--- src/rtl/qm_pkg.sv ---
package qm_pkg;
  typedef enum logic [1:0] {
    QM_IDLE = 2'd0,
    QM_PUSH = 2'd1,
    QM_POP  = 2'd2
  } qm_state_e;
endpackage

--- src/rtl/qm_link_ram.sv ---
// Single-port synchronous link memory: one next-index per descriptor.
module qm_link_ram #(
  parameter int IDX_W = 6
) (
  input  logic             clk,
  input  logic             en,
  input  logic             we,
  input  logic [IDX_W-1:0] addr,
  input  logic [IDX_W-1:0] wdata,
  output logic [IDX_W-1:0] rdata
);
  localparam int DEPTH = 1 << IDX_W;

  logic [IDX_W-1:0] mem [DEPTH];

  always_ff @(posedge clk) begin
    if (en) begin
      if (we) mem[addr] <= wdata;
      else    rdata     <= mem[addr];
    end
  end
endmodule

--- src/rtl/qm_region_table.sv ---
// Descriptor region table with address->index and index->address lookups.
module qm_region_table #(
  parameter int ADDR_W  = 32,
  parameter int IDX_W   = 6,
  parameter int NUM_RGN = 2,
  parameter int SZ_W    = 5,
  parameter int NUM_RD  = 2,
  localparam int CNT_W  = IDX_W + 1,
  localparam int RGN_W  = (NUM_RGN > 1) ? $clog2(NUM_RGN) : 1
) (
  input  logic                          clk,
  input  logic                          rst_n,
  input  logic                          cfg_we,
  input  logic [RGN_W-1:0]              cfg_sel,
  input  logic [ADDR_W-1:0]             cfg_base,
  input  logic [SZ_W-1:0]               cfg_size_log2,
  input  logic [CNT_W-1:0]              cfg_count,
  input  logic [IDX_W-1:0]              cfg_start,
  input  logic [ADDR_W-1:0]             fwd_addr,
  output logic                          fwd_hit,
  output logic [IDX_W-1:0]              fwd_idx,
  input  logic [NUM_RD-1:0][IDX_W-1:0]  rev_idx,
  output logic [NUM_RD-1:0][ADDR_W-1:0] rev_addr
);
  logic [NUM_RGN-1:0][ADDR_W-1:0] base_r;
  logic [NUM_RGN-1:0][SZ_W-1:0]   size_r;
  logic [NUM_RGN-1:0][CNT_W-1:0]  cnt_r;
  logic [NUM_RGN-1:0][IDX_W-1:0]  start_r;

  logic [NUM_RGN-1:0]             f_hit;
  logic [NUM_RGN-1:0][IDX_W-1:0]  f_idx;

  for (genvar r = 0; r < NUM_RGN; r++) begin : g_rgn
    logic wr_en;
    logic [ADDR_W-1:0] off;
    logic [ADDR_W-1:0] slot;

    assign wr_en = cfg_we && (cfg_sel == RGN_W'(r));

    always_ff @(posedge clk or negedge rst_n) begin
      if (!rst_n) begin
        base_r[r]  <= '0;
        size_r[r]  <= '0;
        cnt_r[r]   <= '0;
        start_r[r] <= '0;
      end else if (wr_en) begin
        base_r[r]  <= cfg_base;
        size_r[r]  <= cfg_size_log2;
        cnt_r[r]   <= cfg_count;
        start_r[r] <= cfg_start;
      end
    end

    assign off      = fwd_addr - base_r[r];
    assign slot     = off >> size_r[r];
    assign f_hit[r] = (fwd_addr >= base_r[r]) && (slot < ADDR_W'(cnt_r[r]));
    assign f_idx[r] = slot[IDX_W-1:0] + start_r[r];
  end

  // Lowest-numbered matching region wins.
  always_comb begin
    fwd_hit = 1'b0;
    fwd_idx = '0;
    for (int r = NUM_RGN - 1; r >= 0; r--) begin
      if (f_hit[r]) begin
        fwd_hit = 1'b1;
        fwd_idx = f_idx[r];
      end
    end
  end

  for (genvar p = 0; p < NUM_RD; p++) begin : g_rev
    logic [NUM_RGN-1:0]             r_hit;
    logic [NUM_RGN-1:0][ADDR_W-1:0] r_addr;

    for (genvar r = 0; r < NUM_RGN; r++) begin : g_cand
      logic [CNT_W-1:0] rel;
      assign rel         = {1'b0, rev_idx[p]} - {1'b0, start_r[r]};
      assign r_hit[r]    = (rev_idx[p] >= start_r[r]) && (rel < cnt_r[r]);
      assign r_addr[r]   = base_r[r] + (ADDR_W'(rel) << size_r[r]);
    end

    always_comb begin
      rev_addr[p] = '0;
      for (int r = NUM_RGN - 1; r >= 0; r--) begin
        if (r_hit[r]) rev_addr[p] = r_addr[r];
      end
    end
  end
endmodule

--- src/rtl/qm_qstate.sv ---
// Per-queue head, tail and count registers with one update port.
module qm_qstate #(
  parameter int NUM_Q  = 8,
  parameter int IDX_W  = 6,
  localparam int QID_W = $clog2(NUM_Q),
  localparam int CNT_W = IDX_W + 1
) (
  input  logic                          clk,
  input  logic                          rst_n,
  input  logic                          upd_en,
  input  logic [QID_W-1:0]              upd_q,
  input  logic                          set_head,
  input  logic [IDX_W-1:0]              head_val,
  input  logic                          set_tail,
  input  logic [IDX_W-1:0]              tail_val,
  input  logic                          cnt_inc,
  input  logic                          cnt_dec,
  output logic [NUM_Q-1:0][IDX_W-1:0]   head_o,
  output logic [NUM_Q-1:0][IDX_W-1:0]   tail_o,
  output logic [NUM_Q-1:0][CNT_W-1:0]   cnt_o
);
  logic [NUM_Q-1:0][IDX_W-1:0] head_r, head_n;
  logic [NUM_Q-1:0][IDX_W-1:0] tail_r, tail_n;
  logic [NUM_Q-1:0][CNT_W-1:0] cnt_r, cnt_n;

  always_comb begin
    head_n = head_r;
    tail_n = tail_r;
    cnt_n  = cnt_r;
    if (set_head) head_n[upd_q] = head_val;
    if (set_tail) tail_n[upd_q] = tail_val;
    cnt_n[upd_q] = cnt_r[upd_q] + CNT_W'(cnt_inc) - CNT_W'(cnt_dec);
  end

  always_ff @(posedge clk or negedge rst_n) begin
    if (!rst_n) begin
      head_r <= '0;
      tail_r <= '0;
      cnt_r  <= '0;
    end else if (upd_en) begin
      head_r <= head_n;
      tail_r <= tail_n;
      cnt_r  <= cnt_n;
    end
  end

  assign head_o = head_r;
  assign tail_o = tail_r;
  assign cnt_o  = cnt_r;
endmodule

--- src/rtl/qm_desc_queue.sv ---
module qm_desc_queue #(
  parameter int NUM_Q     = 8,
  parameter int ADDR_W    = 32,
  parameter int IDX_W     = 6,
  parameter int NUM_RGN   = 2,
  parameter int SZ_W      = 5,
  parameter int IRQ_FIRST = 4,
  parameter int IRQ_NUM   = 4,
  localparam int QID_W    = $clog2(NUM_Q),
  localparam int CNT_W    = IDX_W + 1,
  localparam int RGN_W    = (NUM_RGN > 1) ? $clog2(NUM_RGN) : 1
) (
  input  logic               clk,
  input  logic               rst_n,
  input  logic               push_valid,
  input  logic [QID_W-1:0]   push_q,
  input  logic [ADDR_W-1:0]  push_addr,
  output logic               push_ready,
  input  logic               pop_valid,
  input  logic [QID_W-1:0]   pop_q,
  output logic               pop_ready,
  output logic               rsp_valid,
  output logic [ADDR_W-1:0]  rsp_addr,
  output logic               drop_err,
  input  logic               cfg_we,
  input  logic [RGN_W-1:0]   cfg_sel,
  input  logic [ADDR_W-1:0]  cfg_base,
  input  logic [SZ_W-1:0]    cfg_size_log2,
  input  logic [CNT_W-1:0]   cfg_count,
  input  logic [IDX_W-1:0]   cfg_start,
  input  logic [QID_W-1:0]   peek_q,
  output logic [CNT_W-1:0]   peek_count,
  output logic [ADDR_W-1:0]  peek_addr,
  output logic [NUM_Q-1:0]   q_nonempty,
  output logic [IRQ_NUM-1:0] irq
);
  import qm_pkg::*;

  // Reset: asserts asynchronously, releases on the clock.
  logic rst_meta, rst_sync_n;
  always_ff @(posedge clk or negedge rst_n) begin
    if (!rst_n) begin
      rst_meta   <= 1'b0;
      rst_sync_n <= 1'b0;
    end else begin
      rst_meta   <= 1'b1;
      rst_sync_n <= rst_meta;
    end
  end

  qm_state_e          state_r, state_n;
  logic [QID_W-1:0]   opq_r, opq_n;
  logic [IDX_W-1:0]   opidx_r, opidx_n;
  logic               ophit_r, ophit_n;
  logic               rsp_valid_r, drop_r;
  logic [ADDR_W-1:0]  rsp_addr_r, rsp_addr_n;

  logic [NUM_Q-1:0][IDX_W-1:0] head_w, tail_w;
  logic [NUM_Q-1:0][CNT_W-1:0] cnt_w;
  logic [CNT_W-1:0]            cur_cnt;
  logic                        cur_empty;

  logic                        fwd_hit;
  logic [IDX_W-1:0]            fwd_idx;
  logic [1:0][IDX_W-1:0]       rev_idx;
  logic [1:0][ADDR_W-1:0]      rev_addr;

  logic                        ram_en, ram_we;
  logic [IDX_W-1:0]            ram_addr, ram_rdata;

  logic                        upd_en, set_head, cnt_inc, cnt_dec;
  logic [IDX_W-1:0]            head_val;

  logic idle, acc_push, acc_pop, in_push, in_pop;

  assign idle       = (state_r == QM_IDLE) && rst_sync_n;
  assign push_ready = idle;
  assign pop_ready  = idle && !push_valid;
  assign acc_push   = push_valid && push_ready;
  assign acc_pop    = pop_valid && pop_ready;
  assign in_push    = (state_r == QM_PUSH);
  assign in_pop     = (state_r == QM_POP);

  assign cur_cnt    = cnt_w[opq_r];
  assign cur_empty  = (cur_cnt == '0);

  // Link memory port: pop reads next-of-head at accept, push links old tail.
  assign ram_en   = acc_pop || (in_push && ophit_r && !cur_empty);
  assign ram_we   = in_push;
  assign ram_addr = acc_pop ? head_w[pop_q] : tail_w[opq_r];

  // Queue state update at the end of each sequence.
  assign upd_en   = (in_push && ophit_r) || (in_pop && !cur_empty);
  assign set_head = in_pop || (in_push && cur_empty);
  assign head_val = in_pop ? ram_rdata : opidx_r;
  assign cnt_inc  = in_push;
  assign cnt_dec  = in_pop;

  assign rev_idx[0] = head_w[opq_r];
  assign rev_idx[1] = head_w[peek_q];

  always_comb begin
    state_n = state_r;
    opq_n   = opq_r;
    opidx_n = opidx_r;
    ophit_n = ophit_r;
    case (state_r)
      QM_IDLE: begin
        if (acc_push) begin
          state_n = QM_PUSH;
          opq_n   = push_q;
          opidx_n = fwd_idx;
          ophit_n = fwd_hit;
        end else if (acc_pop) begin
          state_n = QM_POP;
          opq_n   = pop_q;
        end
      end
      default: state_n = QM_IDLE;
    endcase
  end

  assign rsp_addr_n = cur_empty ? '0 : rev_addr[0];

  always_ff @(posedge clk or negedge rst_sync_n) begin
    if (!rst_sync_n) begin
      state_r     <= QM_IDLE;
      opq_r       <= '0;
      opidx_r     <= '0;
      ophit_r     <= 1'b0;
      rsp_valid_r <= 1'b0;
      drop_r      <= 1'b0;
      rsp_addr_r  <= '0;
    end else begin
      state_r     <= state_n;
      rsp_valid_r <= in_pop;
      drop_r      <= in_push && !ophit_r;
      if (idle) begin
        opq_r   <= opq_n;
        opidx_r <= opidx_n;
        ophit_r <= ophit_n;
      end
      if (in_pop) rsp_addr_r <= rsp_addr_n;
    end
  end

  qm_region_table #(
    .ADDR_W(ADDR_W), .IDX_W(IDX_W), .NUM_RGN(NUM_RGN), .SZ_W(SZ_W), .NUM_RD(2)
  ) rgn_i (
    .clk(clk), .rst_n(rst_sync_n),
    .cfg_we(cfg_we), .cfg_sel(cfg_sel), .cfg_base(cfg_base),
    .cfg_size_log2(cfg_size_log2), .cfg_count(cfg_count), .cfg_start(cfg_start),
    .fwd_addr(push_addr), .fwd_hit(fwd_hit), .fwd_idx(fwd_idx),
    .rev_idx(rev_idx), .rev_addr(rev_addr)
  );

  qm_link_ram #(.IDX_W(IDX_W)) link_i (
    .clk(clk), .en(ram_en), .we(ram_we), .addr(ram_addr),
    .wdata(opidx_r), .rdata(ram_rdata)
  );

  qm_qstate #(.NUM_Q(NUM_Q), .IDX_W(IDX_W)) qs_i (
    .clk(clk), .rst_n(rst_sync_n), .upd_en(upd_en), .upd_q(opq_r),
    .set_head(set_head), .head_val(head_val),
    .set_tail(in_push), .tail_val(opidx_r),
    .cnt_inc(cnt_inc), .cnt_dec(cnt_dec),
    .head_o(head_w), .tail_o(tail_w), .cnt_o(cnt_w)
  );

  for (genvar q = 0; q < NUM_Q; q++) begin : g_stat
    assign q_nonempty[q] = (cnt_w[q] != '0);
  end

  for (genvar j = 0; j < IRQ_NUM; j++) begin : g_irq
    assign irq[j] = q_nonempty[IRQ_FIRST + j];
  end

  assign peek_count = cnt_w[peek_q];
  assign peek_addr  = (cnt_w[peek_q] == '0) ? '0 : rev_addr[1];
  assign rsp_valid  = rsp_valid_r;
  assign rsp_addr   = rsp_addr_r;
  assign drop_err   = drop_r;
endmodule

--- config.mk ---
export PLATFORM = sky130hd
export DESIGN_NAME = qm_desc_queue
export DESIGN_NICKNAME = d
export VERILOG_FILES = /design/src/rtl/qm_pkg.sv /design/src/rtl/qm_link_ram.sv /design/src/rtl/qm_region_table.sv /design/src/rtl/qm_qstate.sv /design/src/rtl/qm_desc_queue.sv
export SDC_FILE = /design/constraint.sdc
export NUM_CORES = 2
export LEC_CHECK = 0
export BUFFER_PORTS_ARGS = -buffer_cell sky130_fd_sc_hd__buf_2
export CORE_AREA = 2 2 386 235
export DETAILED_ROUTE_END_ITERATION = 10
export DIE_AREA = 0 0 388 237
export GPL_ROUTABILITY_DRIVEN = 1
export PLACE_DENSITY = 0.72
export SETUP_SLACK_MARGIN = 0.1
export SLEW_MARGIN = 20
export SYNTH_ARGS = -nofsm -noshare
export SYNTH_HDL_FRONTEND = slang
export SYNTH_HIERARCHICAL = 1
export SYNTH_SLANG_ARGS = --single-unit
--- constraint.sdc ---
create_clock -name clk -period 11.6 [get_ports clk]
set_input_delay 1.74 -clock clk [delete_from_list [all_inputs] [get_ports clk]]
set_output_delay 1.74 -clock clk [all_outputs]
set_load 0.03 [all_outputs]
* Word level (Yosys, flattened, before mapping) *
Memories as Yosys holds them, arrays and structs flattened. A register that Yosys moved wholly into a read port is not among the register bits.
Index checks and enable logic that the tools add are counted.

operators by class
  muxes and demuxes = 39
  bitwise operators = 2
  reduce and logical (&&, ||, !) cells = 41
  multipliers = 0
  add/subtract/negate cells = 14
  divide/modulo/power cells = 0
  magnitude comparators = 16
  equal/unequal tests = 3
  shift operators = 6

operator list
  kind                                                 count
  2-to-1 mux 32 bit                                    6
  adder 32 bit                                         4
  << shifter 7 x 5 -> 32 bit                           4
  bitwise mux 48 bit                                   2
  binary-select mux 6 bit (select 3 bit)               4
  greater-or-equal comparator 32 bit                   2
  < comparator 32 x 7 -> 1 bit                         2
  right shift 32 x 5 -> 32 bit                         2
  subtractor 32 bit                                    2
  bitwise mux 56 bit                                   1
  nonzero test 7 bit                                   8
  2-to-1 mux 6 bit                                     9
  binary-select mux 7 bit (select 3 bit)               2
  < comparator 7 bit                                   4
  subtractor 6 x 6 -> 7 bit                            4
  greater-or-equal comparator 6 bit                    4
  demux 7 bit (select 3 bit)                           1
  2-to-1 mux 7 bit                                     3
  demux 6 bit (select 3 bit)                           1
  logical AND 1 bit                                    18
  zero test 7 bit                                      2
  adder 6 bit                                          2
  < comparator 3 x 4 -> 1 bit (second input constant)  3
  adder 7 x 1 -> 7 bit                                 1
  15 further kinds                                     30

word-level totals
  bits in registers = 300
  memories = 1
  memory bits (writable) = 384
  output and inout bits = 87
  latch bits = 0
  ROM bits = 0

memory list
  name        depth  bits a word  rd ports  clocked after Yosys merged registers in  write ports  RTL line           RTL
  link_i.mem  64     6            1         1                                        1            qm_link_ram.sv:14  logic [IDX_W-1:0] mem [DEPTH];

* Longest topological paths before layout *
  depth in word-level cells = 8
  gate-level depth with buffers = 37

* Modules after synthesis *
The synthesis kept the hierarchy.

by module, submodules not included
  module           area each (µm²)  sequential area each (µm²)  instances  cells an instance
  qm_region_table  22061.2          2502.4                      1          3068
  qm_link_ram      15287.2          11711.2                     1          881
  qm_qstate        6398.6           3803.6                      1          502
  qm_desc_queue    4648.2           1201.2                      1          435

* Least setup slack after synthesis *
No wires, ideal clock.

  path kind = reg-to-reg
  from = register rst_sync_n
  to = register link_i.rdata[4] (read register of link_i.mem), data pin
  stages on the path, launching flop included = 14
  library setup time = 0.277 ns
  data arrival time = 10.636 ns
  buffers on the path = 4
  period minus slack after synthesis = 10.913 ns
  path slack = 0.687 ns
  data required time = 11.323 ns
  cell sequence = dfrtp_1 > nand2_1 > nor2_1 > nand2_1 > mux2i_1 > buf_6 > buf_2 > buf_2 > buf_4 > mux4_2 > nand2_1 > a21oi_1 > a2111oi_0 > nand4_1

between the ends
  elaborated cells on any way between the ends = 6

RTL lines
  what                      RTL line             RTL
  start: declaration        qm_desc_queue.sv:40  logic rst_meta, rst_sync_n;
  start signal: assignment  qm_desc_queue.sv:47  rst_sync_n <= rst_meta;
  logical AND 1 bit         qm_desc_queue.sv:76  assign idle = (state_r == QM_IDLE) && rst_sync_n;
  logical AND 1 bit         qm_desc_queue.sv:78  assign pop_ready = idle && !push_valid;
  named net pop_ready       qm_desc_queue.sv:21  output logic pop_ready,
  logical AND 1 bit         qm_desc_queue.sv:80  assign acc_pop = pop_valid && pop_ready;
  2-to-1 mux 6 bit          qm_desc_queue.sv:90  assign ram_addr = acc_pop ? head_w[pop_q] : tail_w[opq_r];
  named net ram_addr[2]     qm_desc_queue.sv:69  logic [IDX_W-1:0] ram_addr, ram_rdata;
  end: declaration          qm_link_ram.sv:10    output logic [IDX_W-1:0] rdata

The timed path passes the listed nets, and every way through them passes these cells.
A chain may end at the register's enable or synchronous reset.

==> reports/qor.yml <==
outcome:
  outcome: "completed"
clock_tree:
  cts_made_buffers: 68
  clk_path_buf_depth: 3
  cts_root_buffer: "clkbuf_16"
  clk_pin_slew_ns: 0.07
  tritoncts: "done"
  cts.repair.resized: 0
  worstSkewPairLatency_ns: 0.68
  cts.sinks: 690
  cts_max_level: 3
  ctsHoldBuffers: 0
  cts_setup_buffers: 0
floorplanning:
  die-area_mm2: 0.09196
  start_util: 0.5456
  ios: 184
  die_y_um: 237
  coreArea_mm2: 0.08870
  fp-row-count: 85
  fp.dieW_um: 388
yosys:
  synth_cells: 4886
  synthFlopType: "edfxtp_1"
  ys_ff_latch: 690
  yosys.area_share.simple: 0.1432
  synth_edf_count: 390
  synth_compound_area_frac: 0.1869
  synth_warnings: 6
  muxShareOfSynthArea: 0.1268
  synth_area_mm2: 0.04840
  synthAdderAreaFrac: 0.07461
  netlist-cell-type-count: 115
  ys_seq_area_frac: 0.3971
  async_flop_share: 0.4348
  synth_xor_area_frac: 0.03128
  syn-num-nets: 5263
  synth_area_per_cell_um2: 9.905
  synth_top_family_by_area: "compound AO/OA/AOI/OAI gates"
timing:
  min_period_ns: 11.07
  setup_tns_ns: 0
  worstMarginPinSlew_ns: 1.288
  slew_headroom: 0.1363
  fin_skew_ns: 0.05229
  maxSlewViolCount: 0
  setup_viol: 0
  final_hold_viol_count: 0
  rsz0062_at_grt: "no"
  min_period_over_period: 0.9540
  fmax_mhz: 90.36
  whs_ns: 0.3574
worst_setup_path:
  start_kind: "primary input"
  slowest_delay_ns: 0.63
  end_kind: "output port"
  crit_arrival_ns: 9.33
  criticalPathCategory: "in2out"
  path_max_fanout: 13
  crit_buf_inv: 5
  cpLargestDelayFamily: "compound AO/OA/AOI/OAI gates"
  cp.required_ns: 9.86
  cp_slowest_cell: "o311ai_0"
placement:
  gp_congestion: 1.070
  hpwlAfterDp_mm: 146.7
  numPortBuffers: 183
global_route:
  grt_pass1_wl_mm: 271.8
  track_usage: 0.4069
  grt_max_degree: 98
  antenna_found_initial: 17
  grt_pass1_vias: 37640
  grt_overflow_total: 0
routing:
  post-route-drc-count: 0
  num_vias: 42850
  vias_per_cell: 6.950
  wl_mm: 191.6
  dr.pass1.iters: 7
  routedWlPerCell_um: 31.07
  drt_iter0_markers: 6948
  postRouteAntennaNets: 0
job:
  drv_cap: 0
finish:
  area_growth_pct: 8.475
  layout.nets: 5310
  drive_above_1_share: 0.1626
power:
  powerDensity_mw_per_mm2: 179.9
  p_leak_nw: 21.44
  ir_drop_v: 0.0001304
hold_path:
  min_path_type: "reg2reg"
[layout by cell type, fill, tap and decap left out, types with 82 or more instances in the layout]
| cell | instances |
|---|---|
| a21o_1 | 83 |
| a21oi_1 | 288 |
| buf_2 | 182 |
| dfrtp_1 | 288 |
| edfxtp_1 | 390 |
| ha_1 | 267 |
| inv_1 | 176 |
| mux2_2 | 222 |
| mux2i_1 | 121 |
| mux4_2 | 102 |
| nand2_1 | 506 |
| nand3_1 | 86 |
| nor2_1 | 372 |
| nor3_1 | 82 |
| o21ai_0 | 311 |
| o22ai_1 | 113 |
| xnor2_1 | 95 |
[path summary, 6_finish.rpt]
path                            slack [ns]         endpoint  cells after the start        from
worst max-delay path                  0.53    peek_addr[30]                     31   peek_q[0]
worst min-delay path                  0.36       rst_sync_n                      0    rst_meta
worst max register to register        1.76     rsp_addr[24]                     31    opq_r[0]
worst min register to register        0.36       rst_sync_n                      0    rst_meta
max in group asynchronous             8.56         opq_r[1]                      3  rst_sync_n
min in group asynchronous             0.69  qs_i/head_o[40]                      1  rst_sync_n
[registers in the layout (all words and copies together), names as in the netlist, 2 cells and up]
signal,flops
opq_r,3
rgn_i/size_r,10
qs_i/head_o,48
qs_i/cnt_o,56
rgn_i/base_r,64
link_i/mem,384
opidx_r,6
rgn_i/start_r,12
link_i/rdata,6
qs_i/tail_o,48
state_r,2
rgn_i/cnt_r,14
rsp_addr,32
[layer usage]
layer | global-route usage | routed length [um] | up-vias
li1 | - | - | 18450
met1 | 0.6407 | 84960 | 20890
met2 | 0.4761 | 67720 | 3177
met3 | 0.2087 | 34490 | 310
met4 | 0.07759 | 3812 | 33
met5 | 0.03117 | 563 | -
[cell families (layout without fill, tap and decap cells)]
logic type,Yosys count,after routing
AO/OA/AOI/OAI,1365,1365
XOR/XNOR,172,172
adder cells (fa/ha/maj),281,281
buffers and inverters,465,566
flip-flops,690,690
multiplexers,455,455
other,1,6
AND/OR/NAND/NOR,1457,1457
[cell type report]
| type | count | area, um2 |
|---|---|---|
| well taps | 1174 | 1469 |
| repair buffers | 259 | 1489 |
| inverters | 183 | 686.9 |
| clock inverters | 37 | 424.2 |
| clock buffers | 87 | 1853 |
| multi-input cells | 3731 | 27330 |
| fillers | 7512 | 36200 |
| flip-flops and latches | 690 | 19240 |
| diodes | 5 | 12.51 |
[cells in the mapped netlist (30+ instances only)]
master    count  area [um2]
o211ai_1     33       247.7
a21oi_1     288        1441
a22oi_1      44       330.3
a21o_1       83       623.1
mux2i_1     125        1251
nand2b_1     57       356.6
xor2_1       76       665.6
o31ai_1      43       322.8
nor2b_2      30       262.8
nand3_1      87       435.4
mux2_2      222        2500
inv_1       177       664.4
edfxtp_1    390       11710
and2_1       57       356.6
a31oi_1      35       219.0
nor2b_1      68       425.4
a221oi_1     67       586.8
a211oi_1     45       337.8
nand4_1      39       244.0
buf_1        33       123.9
and3_1       30       187.7
mux4_2      102        2297
o21ai_0     313        1567
o21a_1       43       322.8
nor2_1      374        1404
nor3_1       83       415.4
clkbuf_1    183       686.9
ha_1        267        3341
dfrtp_1     300        7507
xnor2_1      95       832.1
buf_2        43       215.2
o21bai_1     35       262.8
nand2_1     507        1903
o22ai_1     113       706.9
[stage by stage]
stage / power [mW] / instance area, um2 / std cells / utilization / setup slack (ns)
floorplan: 5.594 / 48400 / 4886 / - / 0.6873
global placement: 6.931 / 50200 / 6037 / 0.5660 / 0.7018
detailed placement: 6.940 / 50200 / 6037 / 0.5660 / 0.6333
CTS: 9.234 / 52480 / 6161 / 0.5916 / 0.6193
global route: 9.770 / 52480 / 6161 / 0.5917 / 0.1213
finish: 9.447 / 52500 / 6166 / 0.5919 / 0.5335
[power by group]
part,total [mW],internal [mW],switching (mW),leakage [nW]
Combinational,4.19,1.35,2.84,12.8
Clock,2.30,1.27,1.04,1.10
Sequential,2.95,2.75,0.206,7.50
Total,9.45,5.36,4.08,21.4
(Power assumes the default switching activity.)
